[src/rtl/ffvl_pkg.sv]
package ffvl_pkg;
  typedef enum logic [1:0] {ST_IDLE, ST_ISSUE, ST_WAIT, ST_DONE} seq_state_t;

  localparam int unsigned RSP_W = 64;

  function automatic int unsigned elem_bytes(input logic [1:0] sz);
    return 32'd1 << sz;
  endfunction

  function automatic int unsigned elem_count(input int unsigned vbytes, input logic [1:0] sz);
    return vbytes >> sz;
  endfunction

  function automatic int unsigned byte_offset(input int unsigned idx, input logic [1:0] sz);
    return idx << sz;
  endfunction
endpackage

[src/rtl/ffvl_ctrl.sv]
module ffvl_ctrl
  import ffvl_pkg::*;
#(
  parameter int unsigned ADDR_W    = 32,
  parameter int unsigned VEC_BYTES = 16,
  localparam int unsigned IDX_W    = $clog2(VEC_BYTES) + 1,
  localparam int unsigned OFF_W    = $clog2(VEC_BYTES)
) (
  input  logic                 clk_i,
  input  logic                 rst_ni,
  input  logic                 start_i,
  input  logic [1:0]           size_i,
  input  logic [ADDR_W-1:0]    base_i,
  input  logic [VEC_BYTES-1:0] pred_i,
  input  logic                 rsp_valid_i,
  input  logic                 rsp_fault_i,
  output logic                 mem_req_o,
  output logic [ADDR_W-1:0]    mem_addr_o,
  output logic [1:0]           size_q_o,
  output logic [OFF_W-1:0]     boff_o,
  output logic                 busy_o,
  output logic                 load_go_o,
  output logic                 lane_wr_o,
  output logic                 sup_fault_o,
  output logic                 arch_fault_o,
  output logic                 fault_o,
  output logic                 done_o
);
  seq_state_t           state_q;
  logic [IDX_W-1:0]     idx_q;
  logic [1:0]           size_q;
  logic [ADDR_W-1:0]    base_q;
  logic [VEC_BYTES-1:0] pred_q;
  logic                 first_q;
  logic                 fault_q;

  logic [IDX_W-1:0]     nelem;
  logic [OFF_W-1:0]     boff;
  logic                 in_range;
  logic                 elem_on;
  logic                 rsp_take;

  always_comb begin
    nelem     = IDX_W'(elem_count(VEC_BYTES, size_q));
    boff      = OFF_W'(byte_offset(32'(idx_q), size_q));
    in_range  = idx_q < nelem;
    elem_on   = in_range && pred_q[boff];
    rsp_take  = (state_q == ST_WAIT) && rsp_valid_i;
  end

  assign mem_req_o    = (state_q == ST_ISSUE) && elem_on;
  assign mem_addr_o   = base_q + ADDR_W'(boff);
  assign size_q_o     = size_q;
  assign boff_o       = boff;
  assign busy_o       = state_q != ST_IDLE;
  assign load_go_o    = (state_q == ST_IDLE) && start_i;
  assign lane_wr_o    = rsp_take && !rsp_fault_i;
  assign arch_fault_o = rsp_take && rsp_fault_i && first_q;
  assign sup_fault_o  = rsp_take && rsp_fault_i && !first_q;
  assign fault_o      = fault_q;
  assign done_o       = state_q == ST_DONE;

  always_ff @(posedge clk_i or negedge rst_ni) begin
    if (!rst_ni) begin
      state_q <= ST_IDLE;
      idx_q   <= '0;
      size_q  <= '0;
      base_q  <= '0;
      pred_q  <= '0;
      first_q <= 1'b1;
      fault_q <= 1'b0;
    end else begin
      unique case (state_q)
        ST_IDLE: begin
          if (start_i) begin
            size_q  <= size_i;
            base_q  <= base_i;
            pred_q  <= pred_i;
            idx_q   <= '0;
            first_q <= 1'b1;
            fault_q <= 1'b0;
            state_q <= ST_ISSUE;
          end
        end
        ST_ISSUE: begin
          if (!in_range)    state_q <= ST_DONE;
          else if (elem_on) state_q <= ST_WAIT;
          else              idx_q   <= idx_q + IDX_W'(1);
        end
        ST_WAIT: begin
          if (rsp_valid_i) begin
            if (rsp_fault_i) begin
              fault_q <= first_q;
              state_q <= ST_DONE;
            end else begin
              idx_q   <= idx_q + IDX_W'(1);
              first_q <= 1'b0;
              state_q <= ST_ISSUE;
            end
          end
        end
        default: state_q <= ST_IDLE;
      endcase
    end
  end
endmodule

[src/rtl/ffvl_lanes.sv]
module ffvl_lanes
  import ffvl_pkg::*;
#(
  parameter int unsigned VEC_BYTES = 16,
  localparam int unsigned OFF_W    = $clog2(VEC_BYTES)
) (
  input  logic                   clk_i,
  input  logic                   rst_ni,
  input  logic                   clr_i,
  input  logic                   wr_i,
  input  logic [OFF_W-1:0]       boff_i,
  input  logic [1:0]             size_i,
  input  logic [RSP_W-1:0]       data_i,
  output logic [VEC_BYTES*8-1:0] vec_o
);
  for (genvar b = 0; b < VEC_BYTES; b++) begin : g_byte
    logic [7:0] lane_q;
    logic       hit;
    logic [2:0] rel;

    always_comb begin
      rel = 3'(b - int'(boff_i));
      hit = wr_i && (b >= int'(boff_i)) &&
            (b < int'(boff_i) + int'(elem_bytes(size_i)));
    end

    always_ff @(posedge clk_i or negedge rst_ni) begin
      if (!rst_ni)  lane_q <= '0;
      else if (clr_i) lane_q <= '0;
      else if (hit)   lane_q <= data_i[8*rel +: 8];
    end

    assign vec_o[8*b +: 8] = lane_q;
  end
endmodule

[src/rtl/ffvl_ffr.sv]
module ffvl_ffr #(
  parameter int unsigned VEC_BYTES = 16,
  localparam int unsigned OFF_W    = $clog2(VEC_BYTES)
) (
  input  logic                 clk_i,
  input  logic                 rst_ni,
  input  logic                 init_i,
  input  logic                 cut_i,
  input  logic [OFF_W-1:0]     cut_off_i,
  output logic [VEC_BYTES-1:0] ffr_o
);
  for (genvar b = 0; b < VEC_BYTES; b++) begin : g_bit
    logic bit_q;
    always_ff @(posedge clk_i or negedge rst_ni) begin
      if (!rst_ni)      bit_q <= 1'b1;
      else if (init_i)  bit_q <= 1'b1;
      else if (cut_i && (b >= int'(cut_off_i))) bit_q <= 1'b0;
    end
    assign ffr_o[b] = bit_q;
  end
endmodule

[src/rtl/ff_vload_seq.sv]
module ff_vload_seq
  import ffvl_pkg::*;
#(
  parameter int unsigned ADDR_W    = 32,
  parameter int unsigned VEC_BYTES = 16
) (
  input  logic                   clk_i,
  input  logic                   rst_ni,
  input  logic                   start_i,
  input  logic                   ffr_init_i,
  input  logic [ADDR_W-1:0]      base_addr_i,
  input  logic [1:0]             elem_size_i,
  input  logic [VEC_BYTES-1:0]   pred_i,
  output logic                   mem_req_o,
  output logic [ADDR_W-1:0]      mem_addr_o,
  output logic [1:0]             mem_size_o,
  input  logic                   mem_rsp_valid_i,
  input  logic [RSP_W-1:0]       mem_rsp_data_i,
  input  logic                   mem_rsp_fault_i,
  output logic [VEC_BYTES*8-1:0] vec_o,
  output logic [VEC_BYTES-1:0]   ffr_o,
  output logic                   fault_o,
  output logic                   done_o
);
  localparam int unsigned OFF_W = $clog2(VEC_BYTES);

  logic             busy;
  logic             load_go;
  logic             lane_wr;
  logic             sup_fault;
  logic             arch_fault;
  logic             ffr_init_ev;
  logic [OFF_W-1:0] boff;
  logic [1:0]       size_q;

  ffvl_ctrl #(.ADDR_W(ADDR_W), .VEC_BYTES(VEC_BYTES)) u_ctrl (
    .clk_i        (clk_i),
    .rst_ni       (rst_ni),
    .start_i      (start_i),
    .size_i       (elem_size_i),
    .base_i       (base_addr_i),
    .pred_i       (pred_i),
    .rsp_valid_i  (mem_rsp_valid_i),
    .rsp_fault_i  (mem_rsp_fault_i),
    .mem_req_o    (mem_req_o),
    .mem_addr_o   (mem_addr_o),
    .size_q_o     (size_q),
    .boff_o       (boff),
    .busy_o       (busy),
    .load_go_o    (load_go),
    .lane_wr_o    (lane_wr),
    .sup_fault_o  (sup_fault),
    .arch_fault_o (arch_fault),
    .fault_o      (fault_o),
    .done_o       (done_o)
  );

  assign mem_size_o  = size_q;
  assign ffr_init_ev = ffr_init_i && !busy;

  ffvl_lanes #(.VEC_BYTES(VEC_BYTES)) u_lanes (
    .clk_i  (clk_i),
    .rst_ni (rst_ni),
    .clr_i  (load_go),
    .wr_i   (lane_wr),
    .boff_i (boff),
    .size_i (size_q),
    .data_i (mem_rsp_data_i),
    .vec_o  (vec_o)
  );

  ffvl_ffr #(.VEC_BYTES(VEC_BYTES)) u_ffr (
    .clk_i     (clk_i),
    .rst_ni    (rst_ni),
    .init_i    (ffr_init_ev),
    .cut_i     (sup_fault),
    .cut_off_i (boff),
    .ffr_o     (ffr_o)
  );
endmodule

[config.mk]
export PLATFORM = sky130hd
export DESIGN_NAME = ff_vload_seq
export DESIGN_NICKNAME = d
export VERILOG_FILES = /design/src/rtl/ffvl_pkg.sv /design/src/rtl/ffvl_ctrl.sv /design/src/rtl/ffvl_lanes.sv /design/src/rtl/ffvl_ffr.sv /design/src/rtl/ff_vload_seq.sv
export SDC_FILE = /design/constraint.sdc
export NUM_CORES = 1
export LEC_CHECK = 0
export ABC_CLOCK_PERIOD_IN_PS = 3400
export BUFFER_PORTS_ARGS = -buffer_cell sky130_fd_sc_hd__buf_2
export CAP_MARGIN = 5
export CELL_PAD_IN_SITES_DETAIL_PLACEMENT = 0
export CELL_PAD_IN_SITES_GLOBAL_PLACEMENT = 1
export CORE_MARGIN = 3
export CORE_UTILIZATION = 39
export CTS_BUF_LIST = sky130_fd_sc_hd__clkbuf_2
export DETAILED_ROUTE_END_ITERATION = 10
export GPL_TIMING_DRIVEN = 0
export PLACE_DENSITY_LB_ADDON = 0.1
export RECOVER_POWER = 50
export SLEW_MARGIN = 20
export SYNTH_ARGS = -nofsm -noshare
export SYNTH_HDL_FRONTEND = slang
export SYNTH_SLANG_ARGS = --single-unit
[constraint.sdc]
create_clock -name clk_i -period 3.4 [get_ports clk_i]
set_input_delay 0.51 -clock clk_i [delete_from_list [all_inputs] [get_ports clk_i]]
set_output_delay 0.51 -clock clk_i [all_outputs]
set_load 0.02 [all_outputs]
Word level (Yosys, flattened, before mapping)
Index checks and enable logic that the tools add are counted.
{"block": "word_totals", "reg_bits": 203, "inputBits": 120, "out_inout_bits": 181, "word_cells": 304}
{"block": "op_classes", "add_sub_neg": 19, "n_lt_le_gt_ge": 33, "eq_ne": 10, "n_shift": 19, "n_mux": 86, "reduce_logical": 98}
{"op": "$shiftx A64 B7 Y8", "count": 16}
{"op": "$lt A5 B32 Y1 const A", "count": 8}
{"op": "$mux W8", "count": 32}
{"op": "$lt A4 B32 Y1 const A", "count": 4}
{"op": "$reduce_bool A2 Y1", "count": 34}
{"op": "$lt A3 B32 Y1 const A", "count": 2}
{"op": "$logic_and A1 B1 Y1", "count": 54}
{"op": "$mux W1", "count": 39}
{"op": "$add A32 B4 Y32", "count": 1}
{"op": "$add A5 B32 Y32", "count": 1}
{"op": "$lt A1 B32 Y1 const A", "count": 1}
{"op": "$lt A2 B32 Y1 const A", "count": 1}
{"op": "$shl A1 B2 Y32 const A", "count": 1}
{"op": "$ge A4 B4 Y1 const A", "count": 7}
{"op": "$mux W5", "count": 5}
{"op": "$sub A3 B3 Y3 const A", "count": 8}
{"op": "$ge A3 B4 Y1 const A", "count": 4}
{"op": "$pmux W5 S3", "count": 1}
{"op": "$sub A1 B3 Y3 const A", "count": 4}
{"op": "$sub A2 B3 Y3 const A", "count": 4}
{"op": "$mux W2", "count": 5}
{"op": "$ne A2 B2 Y1 const B", "count": 5}
{"op": "$ge A1 B4 Y1 const A", "count": 2}
{"op": "$ge A2 B4 Y1 const A", "count": 2}
{"op": "other kinds (19)", "count": 24}

Depth between registers and ports, before layout
Gate-level depths: netlist of the first run.
{"block": "logic_depth", "depth_word": 7, "depth_mapped": 16, "mapped_depth_nobuf": 11}

Cells and area by module
Synthesis of the first run repeated with hierarchy kept, for this count alone.
{"block": "unflattened", "cells_unflattened": 1191, "hier_area_um2": 12934.9}
{"module": "ffvl_lanes", "instances": 1, "cells_per_inst": 769, "area_per_inst_um2": 8478.1, "seq_area_each_um2": 3203.1}
{"module": "ffvl_ctrl", "instances": 1, "cells_per_inst": 342, "area_per_inst_um2": 3622.2, "seq_area_each_um2": 1477.7}
{"module": "ffvl_ffr", "instances": 1, "cells_per_inst": 79, "area_per_inst_um2": 820.8, "seq_area_each_um2": 420.4}
{"module": "ff_vload_seq", "instances": 1, "cells_per_inst": 1, "area_per_inst_um2": 13.8, "seq_area_each_um2": 0.0}

Least setup slack after synthesis of the first run
OpenSTA, ideal clock, no wires.
{"block": "synth_timing", "path_kind": "register to output", "startpoint": "reg u_ctrl.size_q[0], in the netlist u_ctrl.size_q_o[0]", "endpoint": "out mem_addr_o[23]", "arrival_time_ns": 3.230, "setup_slack_ns": -0.340, "path_stages_with_launch": 16, "cell_sequence": "dfrtp_1 -> buf_4 -> nand3b_1 -> o21a_1 -> buf_4 -> inv_2 -> buf_4 -> buf_1 -> ha_1 -> inv_1 -> nor2_1 -> a21oi_1 -> o21bai_1 -> clkbuf_1 -> nand4_1 -> xnor2_1"}
{"block": "synth_between", "elab_chain_cells": 2}
{"item": "from (decl)", "line_no": "ffvl_ctrl.sv:31", "source": "logic [1:0] size_q;"}
{"item": "from (signal assigned)", "line_no": "ffvl_ctrl.sv:76", "source": "size_q <= size_i;"}
{"item": "$shl A5 B2 Y4", "line_no": "ffvl_pkg.sv:15", "source": "return idx << sz;"}
{"item": "$add A32 B4 Y32", "line_no": "ffvl_ctrl.sv:52", "source": "assign mem_addr_o = base_q + ADDR_W'(boff);"}
{"item": "to (decl)", "line_no": "ff_vload_seq.sv:15", "source": "output logic [ADDR_W-1:0] mem_addr_o,"}
No other way between the ends.

Final worst setup path of the first run
{"block": "layout_timing", "startpoint": "reg u_ctrl.size_q[0], in the netlist u_ctrl.size_q_o[0]", "endpoint": "out mem_addr_o[14]"}
The elaborated chain is that of the path after synthesis.

==> results.json, run 1 <==
{
  "clockBufferDepth": 3,
  "cts_tree": "yes",
  "die_h_um": 191,
  "cts_num_sinks": 203,
  "r2r_end": "u_lanes.g_byte[12].lane_q[1]$_DFFE_PN0P_",
  "final_max_slew_viol_count": 189,
  "synthFlopType": "dfrtp_1",
  "wl_per_cell_um": 22.0,
  "ys.warnings.count": 0,
  "coreArea_sq_um": 33600,
  "syn2layout_area_growth_pct": 43.3,
  "total_power_w": 0.0199,
  "cts_max_level": 2,
  "drtPass1Iterations": 5,
  "slew-limit-headroom_pct": -60.2,
  "vias_per_cell": 5.43,
  "power_density_nw_per_um2": 1040,
  "initial_core_util_pct": 39.7,
  "worstSetupStartpoint": "u_ctrl.size_q_o[0]$_DFFE_PN0P_",
  "cap_viol_max_count": 2,
  "syn_area_per_cell_sq_um": 9.30,
  "combPwrFrac_pct": 71.1,
  "die_w_um": 191,
  "drive_above_1_share_pct": 41.4,
  "critPathMaxFanout": 6,
  "totalWireLength_um": 53600,
  "async_reset_ff_share_pct": 100,
  "rrSetupSlack_ns": -0.19,
  "grt_pass1_wl_um": 79300,
  "syn_area_sq_um": 13300,
  "outcome": "complete, but fails checks",
  "grt-ovfl-total": 0,
  "dp_hpwl_um": 38900,
  "hold_class": "primary input to register",
  "fillers": 3103,
  "crit_type": "register to output pin",
  "start_kind": "register",
  "ys_seq_elements": 203,
  "post-route-period-util_pct": 122,
  "worst_pin_slew_ns": 2.40,
  "final_common_cell": "nand2_1",
  "utilization_pct": 56.9,
  "swShare_pct": 51.3,
  "placed_cell_area_sq_um": 15600,
  "rr_startpoint": "u_ctrl.size_q_o[0]$_DFFE_PN0P_",
  "critPathCapture": "mem_addr_o[14]",
  "yosysUniqueCellTypes": 84,
  "gp_congestion": 0.964,
  "hp-start": "mem_rsp_valid_i",
  "final.min_clock_period_ns": 4.15,
  "required_ns": 2.89,
  "holdWs_ns": 0.153,
  "clkPwrFrac_pct": 9.0,
  "cts_inserted_buffers": 56,
  "dieArea_sq_um": 36500,
  "drc_errors": 0,
  "yosysSeqAreaShare_pct": 38.2,
  "layout_common_cells": "nand2_1 (296), buf_2 (276), dfrtp_1 (184)",
  "synth_nets": 1577,
  "p_leak_nw": 9.17,
  "critical_path_arrival_ns": 3.64,
  "cts_root_buffer": "clkbuf_2",
  "end_kind": "output pin",
  "hold_violations": 0,
  "antenna_found_initial": 6,
  "p_sw_w": 0.0102,
  "synth_edf_count": 0,
  "finalInstanceArea_sq_um": 19100,
  "grt_pass1_vias": 13300,
  "nets": 2085,
  "syn_inst": 1435,
  "std_cell_rows": 67,
  "violations": "max-capacitance violations, max-slew violations, negative setup slack",
  "pre_cts_ws_ns": -0.869,
  "rsz0062_at_grt": "yes",
  "grt_start_max_net_pins": 96,
  "worstSkewPairLatency_ns": 1.02,
  "pin_count": 301,
  "p_int_w": 0.00967,
  "ir_worst_vdd_v": 0.000574,
  "ant_nets": 0,
  "layout_setup_ws_ns": -0.753,
  "vias": 13200,
  "grt_usage_pct": 28.6,
  "path_clk_slew_ns": 0.11,
  "setup_viol": 131,
  "fmax_mhz": 241,
  "port-buffer-count": 300,
  "drtIter0Drc": 1021,
  "r2r_cells": 21,
  "p_seq_share_pct": 19.9,
  "finClkSkew_ns": 0.0802
}
-- state kept, by name, summed over array words and instances (netlist names) --
signal,cells
u_ctrl.idx_q,5
u_ctrl.fault_o,1
u_lanes.g_byte.lane_q,128
u_ctrl.base_q,32
u_ctrl.state_q,2
u_ctrl.first_q,1
u_ctrl.size_q_o,2
u_ffr.g_bit.bit_q,16
u_ctrl.pred_q,16
-- stage by stage --
step           setup TNS (ns)  instances
2_1_floorplan               0       1435
3_3_place_gp          -443.01       2183
3_5_place_dp          -106.04       2185
4_1_cts                -66.51       2417
5_1_grt                -37.43       2436
6_report               -27.69       2436
-- critical path, stage by stage (launching register included) --
cell and delay (ns):
dfrtp_2 0.47, buf_6 0.16, mux2i_4 0.20, or2_4 0.29, inv_8 0.06, xnor2_2 0.10, ha_2 0.19, inv_2 0.03
o31a_1 0.11, o21bai_1 0.16, a21o_2 0.20, buf_6 0.17, buf_12 0.11, nand3_4 0.07, xnor2_2 0.14, buf_4 0.15
-- cells in the mapped netlist, types with 3 or more instances --
library cell,n,share of area [%]
a211oi_4,6,0.90
mux4_2,16,2.7
dfrtp_1,186,35
a211oi_1,15,0.84
clkbuf_1,46,1.3
o2111ai_1,16,1.0
xnor2_1,33,2.2
and2_1,100,4.7
nor2_1,34,0.96
nand2b_1,5,0.23
or2_2,3,0.14
o211ai_1,6,0.34
buf_4,25,1.4
buf_2,22,0.82
nor4_1,22,1.0
nand4_1,10,0.47
ha_1,22,2.1
buf_1,12,0.34
o21a_1,5,0.28
a21oi_1,101,3.8
dfstp_2,17,3.3
nor2b_1,3,0.14
a2bb2o_1,16,1.2
inv_1,26,0.73
o31ai_1,18,1.0
mux2i_1,95,7.1
a211o_1,32,2.1
o21ai_1,8,0.30
nand2_2,3,0.14
and4_1,3,0.20
mux2_2,81,6.8
and3_1,6,0.28
nand3_1,21,0.79
o21ai_0,39,1.5
nand2_1,302,8.5
nor3_1,19,0.71
-- what timing repair did --
item                                    CTS  global route
resized for setup                       262           112
buffers inserted                         77            29
endpoints found under the setup margin  170           168
cloned                                    4             0
endpoints found under the hold margin   258             0
hold buffers                             58             0
pin swaps                                57            71
-- power groups by stage --
stage | sequential [W] | combinational, W | clock (W)
final | 0.00396 | 0.0141 | 0.00178
after global routing | 0.00406 | 0.0150 | 0.00197
after CTS | 0.00392 | 0.0131 | 0.00185
after detailed placement | 0.00394 | 0.0106 | 0
after global placement | 0.00394 | 0.0105 | 0
after floorplan | 0.00441 | 0.00665 | 0
-- kinds of logic (layout without fill, tap and decap cells) --
logic type	after synthesis	in the layout	share of synthesized area [%]
AOI/OAI and AO/OA	292	292	15.6
xor gates and xnor gates	36	36	2.56
adders and majority gates	22	22	2.06
buffers and inverters	136	684	4.82
DFF	203	203	38.2
muxes	195	195	16.9
other	0	5	0
and+or+nand+nor	551	551	19.8
-- metal layers --
metal / GRT usage [%] / vias up / wire [um]
met5: 0 / - / 21
met4: 9.17 / 4 / 1610
met3: 6.46 / 97 / 3670
met1: 38.2 / 6500 / 23200
li1: - / 6125 / -
met2: 46.1 / 512 / 25100
-- final cells by class --
cell class                 instances  area (sq um)  area share (%)
sequential                       203          5100            26.7
timing repair inverter             1          6.26          0.0327
clock buffer                      83           415            2.17
antenna                            5          12.5          0.0654
buffer                            95           612            3.20
tap                              448           561            2.93
multi-input combinational       1096          8960            46.9
inverter                          29           130           0.681
timing repair buffer             461          3250            17.0
clock inverter                    15          68.8           0.360
-- worst min path at each step --
stage	slack (ns)	cells past startpoint	end
2_1_floorplan	0.21	0	u_ctrl.base_q[0]$_DFFE_PN0P_
3_3_place_gp	0.45	2	u_ffr.g_bit[15].bit_q$_DFFE_PN1P_
3_5_place_dp	0.35	1	u_ctrl.base_q[19]$_DFFE_PN0P_
4_1_cts	0.02	4	u_ffr.g_bit[15].bit_q$_DFFE_PN1P_
5_1_grt	0.09	4	u_ffr.g_bit[15].bit_q$_DFFE_PN1P_
6_report	0.15	4	u_ffr.g_bit[15].bit_q$_DFFE_PN1P_
Power figures use the tool's default switching activity.
==> run 2, diff against run 1 <==
ABC_CLOCK_PERIOD_IN_PS = 4500   (was 3400)
CORE_UTILIZATION = 43   (was 39)
HOLD_SLACK_MARGIN = 0.1   (was default)
RECOVER_POWER = default   (was 50)
clock period = 4.5 ns   (was 3.4 ns; I/O delays follow)
==> run 2 against run 1 <==
Against the previous run:
- sequential share of layout area grew 3.9 points
- highest routed layer unchanged
- count of clock-buffer cells in the layout shrank 2
- the flow now finishes without violations
- non-clock buffer count shrank 88
- global-route usage rose by 0.36 points
- die area down 9.0%
- sequential cell count stayed put
==> results.json, run 2 (same netlist as run 1, synthesis figures left out) <==
{
  "outcome": "completed",
  "rr_startpoint": "u_ctrl.idx_q[0]$_DFFE_PN0P_",
  "grt_pass1_vias": 12700,
  "post-route-period-util_pct": 96.3,
  "vias": 12800,
  "hold_violations": 0,
  "grt_start_max_net_pins": 91,
  "finClkSkew_ns": 0.0611,
  "power_density_nw_per_um2": 748,
  "fmax_mhz": 231,
  "worst_pin_slew_ns": 1.05,
  "regMostFlops": "u_lanes.g_byte.lane_q",
  "final.min_clock_period_ns": 4.34,
  "path_clk_slew_ns": 0.10,
  "ir_worst_vdd_v": 0.000361,
  "largest_reg_flops": 128,
  "hp-start": "ffr_init_i",
  "wl_per_cell_um": 21.5,
  "final_max_slew_viol_count": 0,
  "grt_pass1_wl_um": 74700,
  "ant_nets": 0,
  "layout_common_cells": "buf_2 (308), nand2_1 (302), dfrtp_1 (184)",
  "dieArea_sq_um": 33200,
  "worstSetupStartpoint": "u_ctrl.size_q_o[0]$_DFFE_PN0P_",
  "gp_congestion": 1.00,
  "rrSetupSlack_ns": 0.58,
  "std_cell_rows": 63,
  "finalInstanceArea_sq_um": 16700,
  "start_kind": "register",
  "required_ns": 3.83,
  "grt_usage_pct": 28.9,
  "initial_core_util_pct": 44.3,
  "dp_hpwl_um": 38200,
  "top_regs": "u_lanes.g_byte.lane_q x128, u_ctrl.base_q x32",
  "setup_viol": 0,
  "drtIter0Drc": 924,
  "cts_tree": "yes",
  "nets": 1997,
  "drtPass1Iterations": 6,
  "rsz0062_at_grt": "no",
  "clockBufferDepth": 3,
  "cts_max_level": 2,
  "slew-limit-headroom_pct": 29.3,
  "hold_class": "primary input to register",
  "end_kind": "output pin",
  "critPathMaxFanout": 21,
  "antenna_found_initial": 8,
  "totalWireLength_um": 49300,
  "final_common_cell": "buf_2",
  "crit_type": "register to output pin",
  "placed_cell_area_sq_um": 15400,
  "cts_inserted_buffers": 56,
  "coreArea_sq_um": 30100,
  "finalSetupTns_ns": 0,
  "worstSkewPairLatency_ns": 0.96,
  "drive_above_1_share_pct": 32.3,
  "vias_per_cell": 5.57,
  "p_leak_nw": 8.29,
  "die_h_um": 182,
  "syn2layout_area_growth_pct": 25.1,
  "port-buffer-count": 300,
  "die_w_um": 182,
  "pin_count": 301,
  "cts_root_buffer": "clkbuf_2",
  "drc_errors": 0,
  "grt-ovfl-total": 0,
  "cap_viol_max_count": 0,
  "critical_path_arrival_ns": 3.66,
  "cts_num_sinks": 203
}
[run 2: through the flow]
step | setup WS, ns | hold WS, ns | power (W) | std cells | util [%]
2_1_floorplan | 0.595 | 0.379 | 0.00828 | 1435 | -
3_3_place_gp | -0.820 | 0.450 | 0.0107 | 2125 | 50.9
3_5_place_dp | -0.372 | 0.454 | 0.0108 | 2127 | 51.2
4_1_cts | 0.00785 | 0.103 | 0.0124 | 2287 | 55.1
5_1_grt | 0.00423 | 0.124 | 0.0134 | 2295 | 55.5
6_report | 0.165 | 0.152 | 0.0125 | 2295 | 55.5
[run 2: critical path, cell delays in order (launching register included)]
cell and delay (ns):
dfrtp_2 0.44, buf_4 0.16, mux2i_4 0.18, o21a_1 0.19, buf_6 0.13, inv_2 0.08
buf_8 0.23, ha_4 0.24, inv_1 0.07, nor2_1 0.05, a21oi_2 0.22, o21bai_4 0.11
clkbuf_8 0.17, nand4_1 0.12, xnor2_1 0.13, buf_2 0.19
[run 2: worst paths after layout]
check | to | cells past startpoint
worst max-delay path | mem_addr_o[23] | 15
worst min-delay path | u_ffr.g_bit[7].bit_q$_DFFE_PN1P_ | 3
worst max register to register | u_lanes.g_byte[4].lane_q[2]$_DFFE_PN0P_ | 13
worst min register to register | u_ffr.g_bit[7].bit_q$_DFFE_PN1P_ | 2
max in group asynchronous | u_lanes.g_byte[6].lane_q[0]$_DFFE_PN0P_ | 3
min in group asynchronous | u_lanes.g_byte[3].lane_q[4]$_DFFE_PN0P_ | 3
[run 2: area by class of cell]
type / instances / area (sq um)
Clock buffer: 81 / 405
Buffer: 103 / 577
Clock inverter: 22 / 123
Timing Repair inverter: 1 / 6.26
Fill cell: 2908 / 13400
Inverter: 29 / 121
Tap cell: 390 / 488
Sequential cell: 203 / 5100
Timing Repair Buffer: 365 / 2200
Antenna cell: 5 / 12.5
Multi-Input combinational cell: 1096 / 7660
[run 2: layer usage]
| metal | part of all wire, % | routed length, um | vias up | track usage [%] |
|---|---|---|---|---|
| met5 | 0.083 | 41 | - | 0 |
| met1 | 44 | 21800 | 6241 | 40.2 |
| met4 | 3.1 | 1530 | 6 | 9.20 |
| met2 | 46 | 22600 | 484 | 46.1 |
| met3 | 6.8 | 3330 | 98 | 5.08 |
| li1 | - | - | 5954 | - |
[run 2: power by group]
group / switching (W) / internal (W)
clock network: 0.000826 / 0.000551
registers: 0.000453 / 0.00247
logic: 0.00529 / 0.00290
[run 2: repair_timing]
action | 4_1_cts | 5_1_grt
setup buffers | 6 | 4
hold buffers | 53 | 0
resized for setup | 28 | 20
endpoints found under the hold margin | 237 | 0
pin swaps | 3 | 4
gates cloned | 1 | 0
endpoints found under the setup margin | 76 | 28
